[src/rtl/flash_xfer_pkg.sv]
package flash_xfer_pkg;
  localparam int unsigned REG_W     = 32;
  localparam int unsigned OFS_CMD   = 'h00;
  localparam int unsigned OFS_USER  = 'h1C;
  localparam int unsigned OFS_LEN   = 'h20;
  localparam int unsigned OFS_CSCTL = 'h2C;
  localparam int unsigned OFS_CTRL  = 'h30;
  localparam int unsigned MIN_BUF_BASE = 'h40;

  localparam int unsigned START_BIT = 18;
  localparam int unsigned CAP_BIT   = 0;
  localparam int unsigned LEN_LSB   = 17;
  localparam int unsigned KEEP_BIT  = 30;
  localparam int unsigned DONE_BIT  = 4;
  localparam int unsigned MODE_BIT  = 30;
  localparam int unsigned SRST_BIT  = 31;

  typedef enum logic [1:0] {
    SEQ_IDLE,
    SEQ_LEAD,
    SEQ_SHIFT,
    SEQ_TAIL
  } seq_state_e;
endpackage

[src/rtl/flash_xfer_buf.sv]
module flash_xfer_buf #(
  parameter int unsigned BYTES = 64,
  localparam int unsigned WORDS  = BYTES / 4,
  localparam int unsigned WIDX_W = $clog2(WORDS),
  localparam int unsigned BIT_W  = $clog2(BYTES * 8)
) (
  input  logic              clk_i,
  input  logic              rst_ni,
  input  logic              wr_en_i,
  input  logic [WIDX_W-1:0] wr_idx_i,
  input  logic [31:0]       wr_data_i,
  input  logic [WIDX_W-1:0] rd_idx_i,
  output logic [31:0]       rd_data_o,
  input  logic              bit_we_i,
  input  logic [BIT_W-1:0]  bit_idx_i,
  input  logic              bit_val_i,
  input  logic [BIT_W-1:0]  tx_idx_i,
  output logic              tx_bit_o
);
  logic [BYTES*8-1:0] mem_q;

  // serial bit n -> byte n/8, bit 7-(n%8)
  function automatic logic [BIT_W-1:0] flat_pos(input logic [BIT_W-1:0] n);
    return {n[BIT_W-1:3], 3'd7 - n[2:0]};
  endfunction

  always_ff @(posedge clk_i or negedge rst_ni) begin
    if (!rst_ni) begin
      mem_q <= '0;
    end else begin
      if (wr_en_i) mem_q[{wr_idx_i, 5'd0} +: 32] <= wr_data_i;
      if (bit_we_i) mem_q[flat_pos(bit_idx_i)] <= bit_val_i;
    end
  end

  assign rd_data_o = mem_q[{rd_idx_i, 5'd0} +: 32];
  assign tx_bit_o  = mem_q[flat_pos(tx_idx_i)];
endmodule

[src/rtl/flash_xfer_seq.sv]
module flash_xfer_seq
  import flash_xfer_pkg::*;
#(
  parameter int unsigned BIT_W = 9
) (
  input  logic             clk_i,
  input  logic             rst_ni,
  input  logic             srst_i,
  input  logic             tick_i,
  input  logic             start_i,
  input  logic [BIT_W-1:0] last_idx_i,
  input  logic             keep_i,
  input  logic             cap_en_i,
  input  logic             miso_i,
  input  logic             tx_bit_i,
  output logic [BIT_W-1:0] tx_idx_o,
  output logic             cap_we_o,
  output logic [BIT_W-1:0] cap_idx_o,
  output logic             cap_bit_o,
  output logic             sck_o,
  output logic             cs_no,
  output logic             mosi_o,
  output logic             busy_o,
  output logic             done_set_o
);
  seq_state_e       state_q;
  logic             lead_q, sck_q, cs_n_q, mosi_q;
  logic [BIT_W-1:0] idx_q, last_q;

  always_ff @(posedge clk_i or negedge rst_ni) begin
    if (!rst_ni) begin
      state_q <= SEQ_IDLE;
      lead_q  <= 1'b0;
      sck_q   <= 1'b0;
      cs_n_q  <= 1'b1;
      mosi_q  <= 1'b0;
      idx_q   <= '0;
      last_q  <= '0;
    end else if (srst_i) begin
      state_q <= SEQ_IDLE;
      lead_q  <= 1'b0;
      sck_q   <= 1'b0;
      cs_n_q  <= 1'b1;
      mosi_q  <= 1'b0;
      idx_q   <= '0;
    end else begin
      unique case (state_q)
        SEQ_IDLE: if (start_i) begin
          state_q <= SEQ_LEAD;
          cs_n_q  <= 1'b0;
          idx_q   <= '0;
          lead_q  <= 1'b0;
          last_q  <= last_idx_i;
          mosi_q  <= tx_bit_i;  // first bit presented before any edge
        end
        SEQ_LEAD: if (tick_i) begin
          if (lead_q) state_q <= SEQ_SHIFT;
          lead_q <= 1'b1;
        end
        SEQ_SHIFT: if (tick_i) begin
          if (!sck_q) begin
            sck_q <= 1'b1;
          end else begin
            sck_q <= 1'b0;
            if (idx_q == last_q) begin
              state_q <= SEQ_TAIL;
            end else begin
              idx_q  <= idx_q + BIT_W'(1);
              mosi_q <= tx_bit_i;
            end
          end
        end
        SEQ_TAIL: if (tick_i) begin
          state_q <= SEQ_IDLE;
          cs_n_q  <= ~keep_i;
          mosi_q  <= 1'b0;
        end
        default: state_q <= SEQ_IDLE;
      endcase
    end
  end

  assign busy_o     = (state_q != SEQ_IDLE);
  assign tx_idx_o   = busy_o ? idx_q + BIT_W'(1) : '0;
  assign cap_we_o   = (state_q == SEQ_SHIFT) && tick_i && !sck_q && cap_en_i && !srst_i;
  assign cap_idx_o  = idx_q;
  assign cap_bit_o  = miso_i;
  assign done_set_o = (state_q == SEQ_TAIL) && tick_i && !srst_i;
  assign sck_o      = sck_q;
  assign cs_no      = cs_n_q;
  assign mosi_o     = mosi_q;
endmodule

[src/rtl/flash_xfer_eng.sv]
module flash_xfer_eng
  import flash_xfer_pkg::*;
#(
  parameter int unsigned BUF_BYTES = 64,
  localparam int unsigned BUF_BASE = (BUF_BYTES > MIN_BUF_BASE) ? BUF_BYTES : MIN_BUF_BASE,
  localparam int unsigned ADDR_W   = $clog2(BUF_BASE * 2)
) (
  input  logic              clk_i,
  input  logic              rst_ni,
  input  logic [ADDR_W-1:0] reg_addr_i,
  input  logic              reg_we_i,
  input  logic [REG_W-1:0]  reg_wdata_i,
  output logic [REG_W-1:0]  reg_rdata_o,
  input  logic              sck_tick_i,
  output logic              sck_o,
  output logic              cs_no,
  output logic              mosi_o,
  input  logic              miso_i
);
  localparam int unsigned WORDS  = BUF_BYTES / 4;
  localparam int unsigned WIDX_W = $clog2(WORDS);
  localparam int unsigned BIT_W  = $clog2(BUF_BYTES * 8);

  logic             cap_en_q, keep_q, mode_q, done_q;
  logic [BIT_W-1:0] len_q;
  logic             busy, done_set, srst, start, buf_we;
  logic             cap_we, cap_bit, tx_bit;
  logic [BIT_W-1:0] tx_idx, cap_idx;
  logic [31:0]      buf_rdata;
  logic             hit_cmd, hit_user, hit_len, hit_csctl, hit_ctrl, hit_buf;

  assign hit_cmd   = reg_addr_i == ADDR_W'(OFS_CMD);
  assign hit_user  = reg_addr_i == ADDR_W'(OFS_USER);
  assign hit_len   = reg_addr_i == ADDR_W'(OFS_LEN);
  assign hit_csctl = reg_addr_i == ADDR_W'(OFS_CSCTL);
  assign hit_ctrl  = reg_addr_i == ADDR_W'(OFS_CTRL);
  assign hit_buf   = reg_addr_i >= ADDR_W'(BUF_BASE);

  assign srst   = reg_we_i && hit_ctrl && reg_wdata_i[SRST_BIT];
  assign start  = reg_we_i && hit_cmd && reg_wdata_i[START_BIT] && !mode_q;
  assign buf_we = reg_we_i && hit_buf && !busy;

  always_ff @(posedge clk_i or negedge rst_ni) begin
    if (!rst_ni) begin
      cap_en_q <= 1'b0;
      keep_q   <= 1'b0;
      mode_q   <= 1'b0;
      done_q   <= 1'b0;
      len_q    <= '0;
    end else begin
      if (reg_we_i && hit_user)  cap_en_q <= reg_wdata_i[CAP_BIT];
      if (reg_we_i && hit_len)   len_q    <= reg_wdata_i[LEN_LSB +: BIT_W];
      if (reg_we_i && hit_csctl) keep_q   <= reg_wdata_i[KEEP_BIT];
      if (reg_we_i && hit_ctrl)  mode_q   <= reg_wdata_i[MODE_BIT];
      // engine set outranks a same-cycle software clear
      if (srst)                          done_q <= 1'b0;
      else if (done_set)                 done_q <= 1'b1;
      else if (reg_we_i && hit_ctrl)     done_q <= done_q & reg_wdata_i[DONE_BIT];
    end
  end

  always_comb begin
    reg_rdata_o = '0;
    if (hit_buf) begin
      reg_rdata_o = buf_rdata;
    end else if (hit_cmd) begin
      reg_rdata_o[START_BIT] = busy;
    end else if (hit_user) begin
      reg_rdata_o[CAP_BIT] = cap_en_q;
    end else if (hit_len) begin
      reg_rdata_o[LEN_LSB +: BIT_W] = len_q;
    end else if (hit_csctl) begin
      reg_rdata_o[KEEP_BIT] = keep_q;
    end else if (hit_ctrl) begin
      reg_rdata_o[DONE_BIT] = done_q;
      reg_rdata_o[MODE_BIT] = mode_q;
    end
  end

  flash_xfer_buf #(.BYTES(BUF_BYTES)) u_buf (
    .clk_i     (clk_i),
    .rst_ni    (rst_ni),
    .wr_en_i   (buf_we),
    .wr_idx_i  (reg_addr_i[WIDX_W+1:2]),
    .wr_data_i (reg_wdata_i),
    .rd_idx_i  (reg_addr_i[WIDX_W+1:2]),
    .rd_data_o (buf_rdata),
    .bit_we_i  (cap_we),
    .bit_idx_i (cap_idx),
    .bit_val_i (cap_bit),
    .tx_idx_i  (tx_idx),
    .tx_bit_o  (tx_bit)
  );

  flash_xfer_seq #(.BIT_W(BIT_W)) u_seq (
    .clk_i      (clk_i),
    .rst_ni     (rst_ni),
    .srst_i     (srst),
    .tick_i     (sck_tick_i),
    .start_i    (start),
    .last_idx_i (len_q),
    .keep_i     (keep_q),
    .cap_en_i   (cap_en_q),
    .miso_i     (miso_i),
    .tx_bit_i   (tx_bit),
    .tx_idx_o   (tx_idx),
    .cap_we_o   (cap_we),
    .cap_idx_o  (cap_idx),
    .cap_bit_o  (cap_bit),
    .sck_o      (sck_o),
    .cs_no      (cs_no),
    .mosi_o     (mosi_o),
    .busy_o     (busy),
    .done_set_o (done_set)
  );
endmodule

[config.mk]
export PLATFORM = sky130hd
export DESIGN_NAME = flash_xfer_eng
export DESIGN_NICKNAME = d
export VERILOG_FILES = /design/src/rtl/flash_xfer_pkg.sv /design/src/rtl/flash_xfer_buf.sv /design/src/rtl/flash_xfer_seq.sv /design/src/rtl/flash_xfer_eng.sv
export SDC_FILE = /design/constraint.sdc
export NUM_CORES = 2
export LEC_CHECK = 0
export BUFFER_PORTS_ARGS = -buffer_cell sky130_fd_sc_hd__buf_4
export CAP_MARGIN = 20
export CORE_MARGIN = 2
export CORE_UTILIZATION = 69
export CTS_BUF_LIST = sky130_fd_sc_hd__clkbuf_2 sky130_fd_sc_hd__clkbuf_4 sky130_fd_sc_hd__clkbuf_8
export DETAILED_ROUTE_END_ITERATION = 8
export GPL_ROUTABILITY_DRIVEN = 0
export GPL_TIMING_DRIVEN = 0
export PLACE_DENSITY_LB_ADDON = 0.08
export SYNTH_ARGS = -nofsm -noshare
export SYNTH_HDL_FRONTEND = slang
export SYNTH_HIERARCHICAL = 1
export SYNTH_SLANG_ARGS = --single-unit
[constraint.sdc]
create_clock -name clk_i -period 5.9 [get_ports clk_i]
set_input_delay 0.59 -clock clk_i [delete_from_list [all_inputs] [get_ports clk_i]]
set_output_delay 0.59 -clock clk_i [all_outputs]
set_load 0.005 [all_outputs]
==> results of run 1 <==
==> logic make-up after synthesis <==
logic type | after synthesis | share of synthesized area [%]
compound gates | 957 | 18.2
buf+inv | 427 | 5.16
flops | 549 | 37.6
mux | 643 | 25.8
fa+ha+maj | 8 | 0.274
simple gates | 1103 | 12.6
xor+xnor | 16 | 0.384
==> per-layer routing <==
metal  GRT usage (%)  GRT overflow
met5            42.2             0
met4            65.3            17
met3            65.5             9
met2            87.0            13
met1            77.2             2
==> repair_timing <==
item,CTS
setup endpoints to repair,0
hold buffers,1
hold endpoints to repair,36
==> metrics by stage <==
stage          cells  area (µm²)  TNS, ns  utilization [%]  setup WS, ns
2_1_floorplan   3703       36500        0                -          2.56
3_3_place_gp    4449       37800  -757.30             72.1         -1.50
4_1_cts         4625       40100        0             76.4         0.573
3_5_place_dp    4461       38000        0             72.5         0.659
==> key figures, run 1 <==
Status
  • Outcome: stopped before the end
  • Failing step: global routing
  • Tool error: [ERROR GRT-0116] Global routing finished with congestion. Check the congestion regions in the DRC Viewer.

Synth
  • Syn_nets: 3,755
  • Most frequent cell after synthesis: dfrtp_1
  • Mean Syn Cell Area: 9.86 µm²
  • Top_reg_cell synth: dfrtp_1
  • Synth Register Bits: 549
  • Post-synth top cells: 548 x dfrtp_1, 519 x nor2_1, 413 x nand2_1
  • Syn Inst Count: 3,703
  • Syn. warnings: 6
  • Post-synth top area cell: dfrtp_1
  • Mapped Area: 0.0365 mm²
  • Post-synth EDFFs: 0
  • Synth cell types: 79
  • Ranking of synthesized cells by area: dfrtp_1 38%, mux4_2 14%, mux2i_1 10%
  • Sequential share of the synthesized area: 37.6%
  • Asr flop ratio synth: 100%
  • Synth top area share: 37.5%

Global route
  • Number of global-route vias before repair: 40,648
  • First-pass GRT wire length: 289,000 µm
  • GRT Overall Usage: 74.8%
  • Largest net degree at the start of global routing: 125
  • GRT Residual Overflow: 41

Floorplan
  • # IOs: 79
  • Die W: 234 µm
  • Initial Util: 69.6%
  • # rows: 84
  • Die height: 234 µm

Clock network
  • Max clock buf depth: 3
  • # clock sinks: 549
  • Clock Tree Root: clkbuf_8
  • CTS Buf Count: 92
  • Max H-tree Level: 3
  • Post-CTS Setup Bufs: 0
  • Post-CTS Resized: 0

Place
  • PortBufs: 58
  • Hpwl dp: 143,000 µm
==> run 2, diff against run 1 <==
--- a/config.mk
+++ b/config.mk
@@ -8,12 +8,11 @@
 export BUFFER_PORTS_ARGS = -buffer_cell sky130_fd_sc_hd__buf_4
 export CAP_MARGIN = 20
 export CORE_MARGIN = 2
-export CORE_UTILIZATION = 69
-export CTS_BUF_LIST = sky130_fd_sc_hd__clkbuf_2 sky130_fd_sc_hd__clkbuf_4 sky130_fd_sc_hd__clkbuf_8
+export CORE_UTILIZATION = 40
 export DETAILED_ROUTE_END_ITERATION = 8
 export GPL_ROUTABILITY_DRIVEN = 0
 export GPL_TIMING_DRIVEN = 0
-export PLACE_DENSITY_LB_ADDON = 0.08
+export PLACE_DENSITY_LB_ADDON = 0.15
 export SYNTH_ARGS = -nofsm -noshare
 export SYNTH_HDL_FRONTEND = slang
 export SYNTH_HIERARCHICAL = 1
==> run 2 against run 1 <==
Effect of this change:
- the flow now finishes, with violations (design-rule violations, max-capacitance violations, max-slew violations, negative setup slack)
- synthesized cell count stayed put
- synthesized area stayed put
==> key figures, run 2 <==
Detailed routing
  • Initial DRT Pass Iterations: 9
  • Routed vias/inst: 7.33
  • Initial detailed-routing violation count: 7,724
  • Routed Antenna Nets: 0
  • Wire per inst: 40.9 µm
  • Drt drc: 5
  • Total wire length: 209,000 µm
  • Number of vias in the routed layout: 37,377

STA
  • Final setup vio count: 1
  • Final Skew: 0.0236 ns
  • Setup slack after layout: -0.198 ns
  • Fin crit period: 6.10 ns
  • Slew headroom: -1.59%
  • Final hold vios: 0
  • RSZ-0062 raised after global routing: false
  • Slew @ Worst Pin: 1.52 ns
  • Max Fclk: 0.164 GHz
  • Max Slew Vio Count: 22
  • Post-Route Setup TNS: -0.198 ns
  • Final period util: 103%
  • Hold slack: 0.190 ns

Synth
  • Complex-gate fraction of the synthesized area: 18.2% (unchanged)
  • Mean Syn Cell Area: 9.86 µm² (unchanged)
  • Ranking of synthesized cells by area: dfrtp_1 38%, mux4_2 14%, mux2i_1 10% (unchanged)
  • Most frequent cell after synthesis: dfrtp_1 (unchanged)
  • Adder-Cell Fraction of Synth Area: 0.274% (unchanged)
  • Post-synth EDFFs: 0 (unchanged)
  • Mapped Area: 0.0365 mm² (unchanged)
  • Synth Register Bits: 549 (unchanged)
  • Post-Synth Simple-Gate Area: 12.6% (unchanged)
  • Largest family of logic cells by synthesized area: multiplexers (unchanged)
  • Sequential share of the synthesized area: 37.6% (unchanged)
  • Mux cell area share after synthesis: 25.8% (unchanged)
  • Syn. warnings: 6 (unchanged)
  • Post-synth top cells: 548 x dfrtp_1, 519 x nor2_1, 413 x nand2_1 (unchanged)
  • Top_reg_cell synth: dfrtp_1 (unchanged)
  • Syn Inst Count: 3,703 (unchanged)
  • Syn_nets: 3,755 (unchanged)
  • Asr flop ratio synth: 100% (unchanged)
  • Post-synth top area cell: dfrtp_1 (unchanged)
  • Synth top area share: 37.5% (unchanged)
  • XOR/XNOR Fraction of Synth Area: 0.384% (unchanged)
  • Synth cell types: 79 (unchanged)

Final layout
  • Final #Nets: 3,922
  • Max reg flops: 512
  • Largest Register: u_buf/mem_q
  • Post-route cell area: 0.0413 mm²
  • Non-Filler Instances: 5,098
  • Commonest non-fill, non-tap cell in the layout: dfrtp_1
  • Most frequent cells in the layout: 548 x dfrtp_1, 518 x nor2_1, 413 x nand2_1, 382 x mux2i_1, 344 x clkbuf_1
  • Area grow syn2layout: 13.0%
  • Share of cells above drive strength 1: 13.8%

Clock network
  • CTS Buf Count: 67 (was 92)
  • Max clock buf depth: 3 (unchanged)
  • Max H-tree Level: 3 (unchanged)
  • Clock Tree Root: clkbuf_16 (was clkbuf_8)
  • Post-CTS Setup Bufs: 0 (unchanged)
  • CTS tree: yes
  • # clock sinks: 549 (unchanged)
  • Worst-path clk slew: 0.06 ns
  • Worst skew pair latency: 0.66 ns

Critical path
  • Crit. Startpoint: u_seq/cap_idx_o[0]$_DFFE_PN0P_
  • Reg2Reg Depth: 14
  • CP required: 6.50 ns
  • Crit path DAT: 6.70 ns
  • CP startpoint kind: flip-flop
  • Largest fanout on the critical path: 10
  • Worst setup EP type: flip-flop
  • Reg2reg start: u_seq/cap_idx_o[0]$_DFFE_PN0P_
  • Setup CP Type: flip-flop to flip-flop

Min path
  • Hold_sp: reg_wdata_i[17]
  • Hold Path Class: input pin to flip-flop
  • Hold depth: 2

Global route
  • GRT Residual Overflow: 0
  • Initial antenna violation count: 14
  • GRT Overall Usage: 43.7%
  • Number of global-route vias before repair: 34,498
  • Largest net degree at the start of global routing: 118
  • First-pass GRT wire length: 283,000 µm

Power and ir drop
  • VDD IR max: 180 µV
  • Static leakage: 17.2 nW
  • PwrDens: 307 mW/mm²

Floorplan
  • Die Area: 0.0937 mm²
  • Initial Util: 40.5% (was 69.6%)
  • Core ar.: 0.0903 mm²
  • # IOs: 79 (unchanged)
  • Die height: 306 µm (was 234 µm)
  • # rows: 110 (was 84)
  • Die W: 306 µm (was 234 µm)

Status
  • Failing checks: design-rule violations, max-capacitance violations, max-slew violations, negative setup slack
  • Outcome: complete, but fails checks (was stopped before the end)

Place
  • Placement Cell Area: 0.0388 mm² (was 0.0380 mm²)
  • Hpwl dp: 162,000 µm (was 143,000 µm)
  • Cell Count Post-Placement: 4,958 (was 4,461)
  • PortBufs: 58 (unchanged)
  • Pre-CTS setup slack: 0.389 ns (was 0.659 ns)

Job
  • Max-Cap Viols: 2
-- run 2: repair_timing --
action,in CTS,in global routing
hold buffers,1,0
endpoints found under the hold margin,20,0
endpoints found under the setup margin,0,1
gates resized for setup,0,1
-- run 2: critical path, stage by stage, from the launching register on --
cell	delay (ns)
dfrtp_1	0.63
ha_1	0.41
or2b_1	0.24
a21oi_1	0.90
nand2_1	0.21
buf_2	0.34
clkbuf_1	0.68
o221ai_1	1.15
o22ai_1	0.20
o21ai_0	0.22
nor4b_1	0.29
nand3_1	0.13
nand4_1	0.21
nor3b_1	0.23
mux2_4	0.17
-- run 2: final timing paths --
path | end | slack, ns
max | u_seq/mosi_o$_DFFE_PN0P_ | -0.20
min reg2reg | u_seq/last_q[4]$_DFFE_PN0P_ | 0.52
min in group asynchronous | u_seq/sck_o$_DFFE_PN0P_ | 0.37
min | len_q[0]$_DFFE_PN0P_ | 0.19
max in group asynchronous | u_buf/mem_q[176]$_DFF_PN0_ | 3.81
max reg2reg | u_seq/mosi_o$_DFFE_PN0P_ | -0.20
-- run 2: stage by stage --
step	util (%)	total power, mW
6_report	45.7	12.7
3_5_place_dp	43.0	8.09
4_1_cts	45.4	12.3
3_3_place_gp	42.6	8.05
5_1_grt	45.7	12.8
2_1_floorplan	-	6.68
-- run 2: cell type report --
cell class	count	area, µm²
diodes	5	12.5
plain buffers	411	1820
clock buffers	103	2040
clock inverters	13	156
fillers	8560	49000
inverters	16	60.1
multi-input cells	2727	20900
flip-flops and latches	549	13700
well taps	1176	1470
repair buffers	98	1040
-- run 2: kinds of logic (layout without fill, tap and decap cells) --
kind of cell,Yosys count,in the layout
simple gates,1103,1103
compound gates,957,957
mux,643,643
flops,549,549
buf+inv,427,641
xor+xnor,16,16
fa+ha+maj,8,8
other cells,0,5
-- run 2: power breakdown --
group          switching (mW)  internal [mW]
Sequential              0.704           4.26
Combinational            2.00           1.41
Clock                    1.80           2.48
Total                    4.51           8.15
-- run 2: per-layer routing --
layer | GRT usage [%] | vias to the layer above | part of all wire, %
met4 | 33.6 | 20 | 10
li1 | - | 14440 | -
met2 | 58.0 | 3574 | 38
met5 | 2.27 | - | 0.19
met1 | 52.1 | 18459 | 34
met3 | 24.0 | 884 | 17
(Power assumes the default switching activity.)
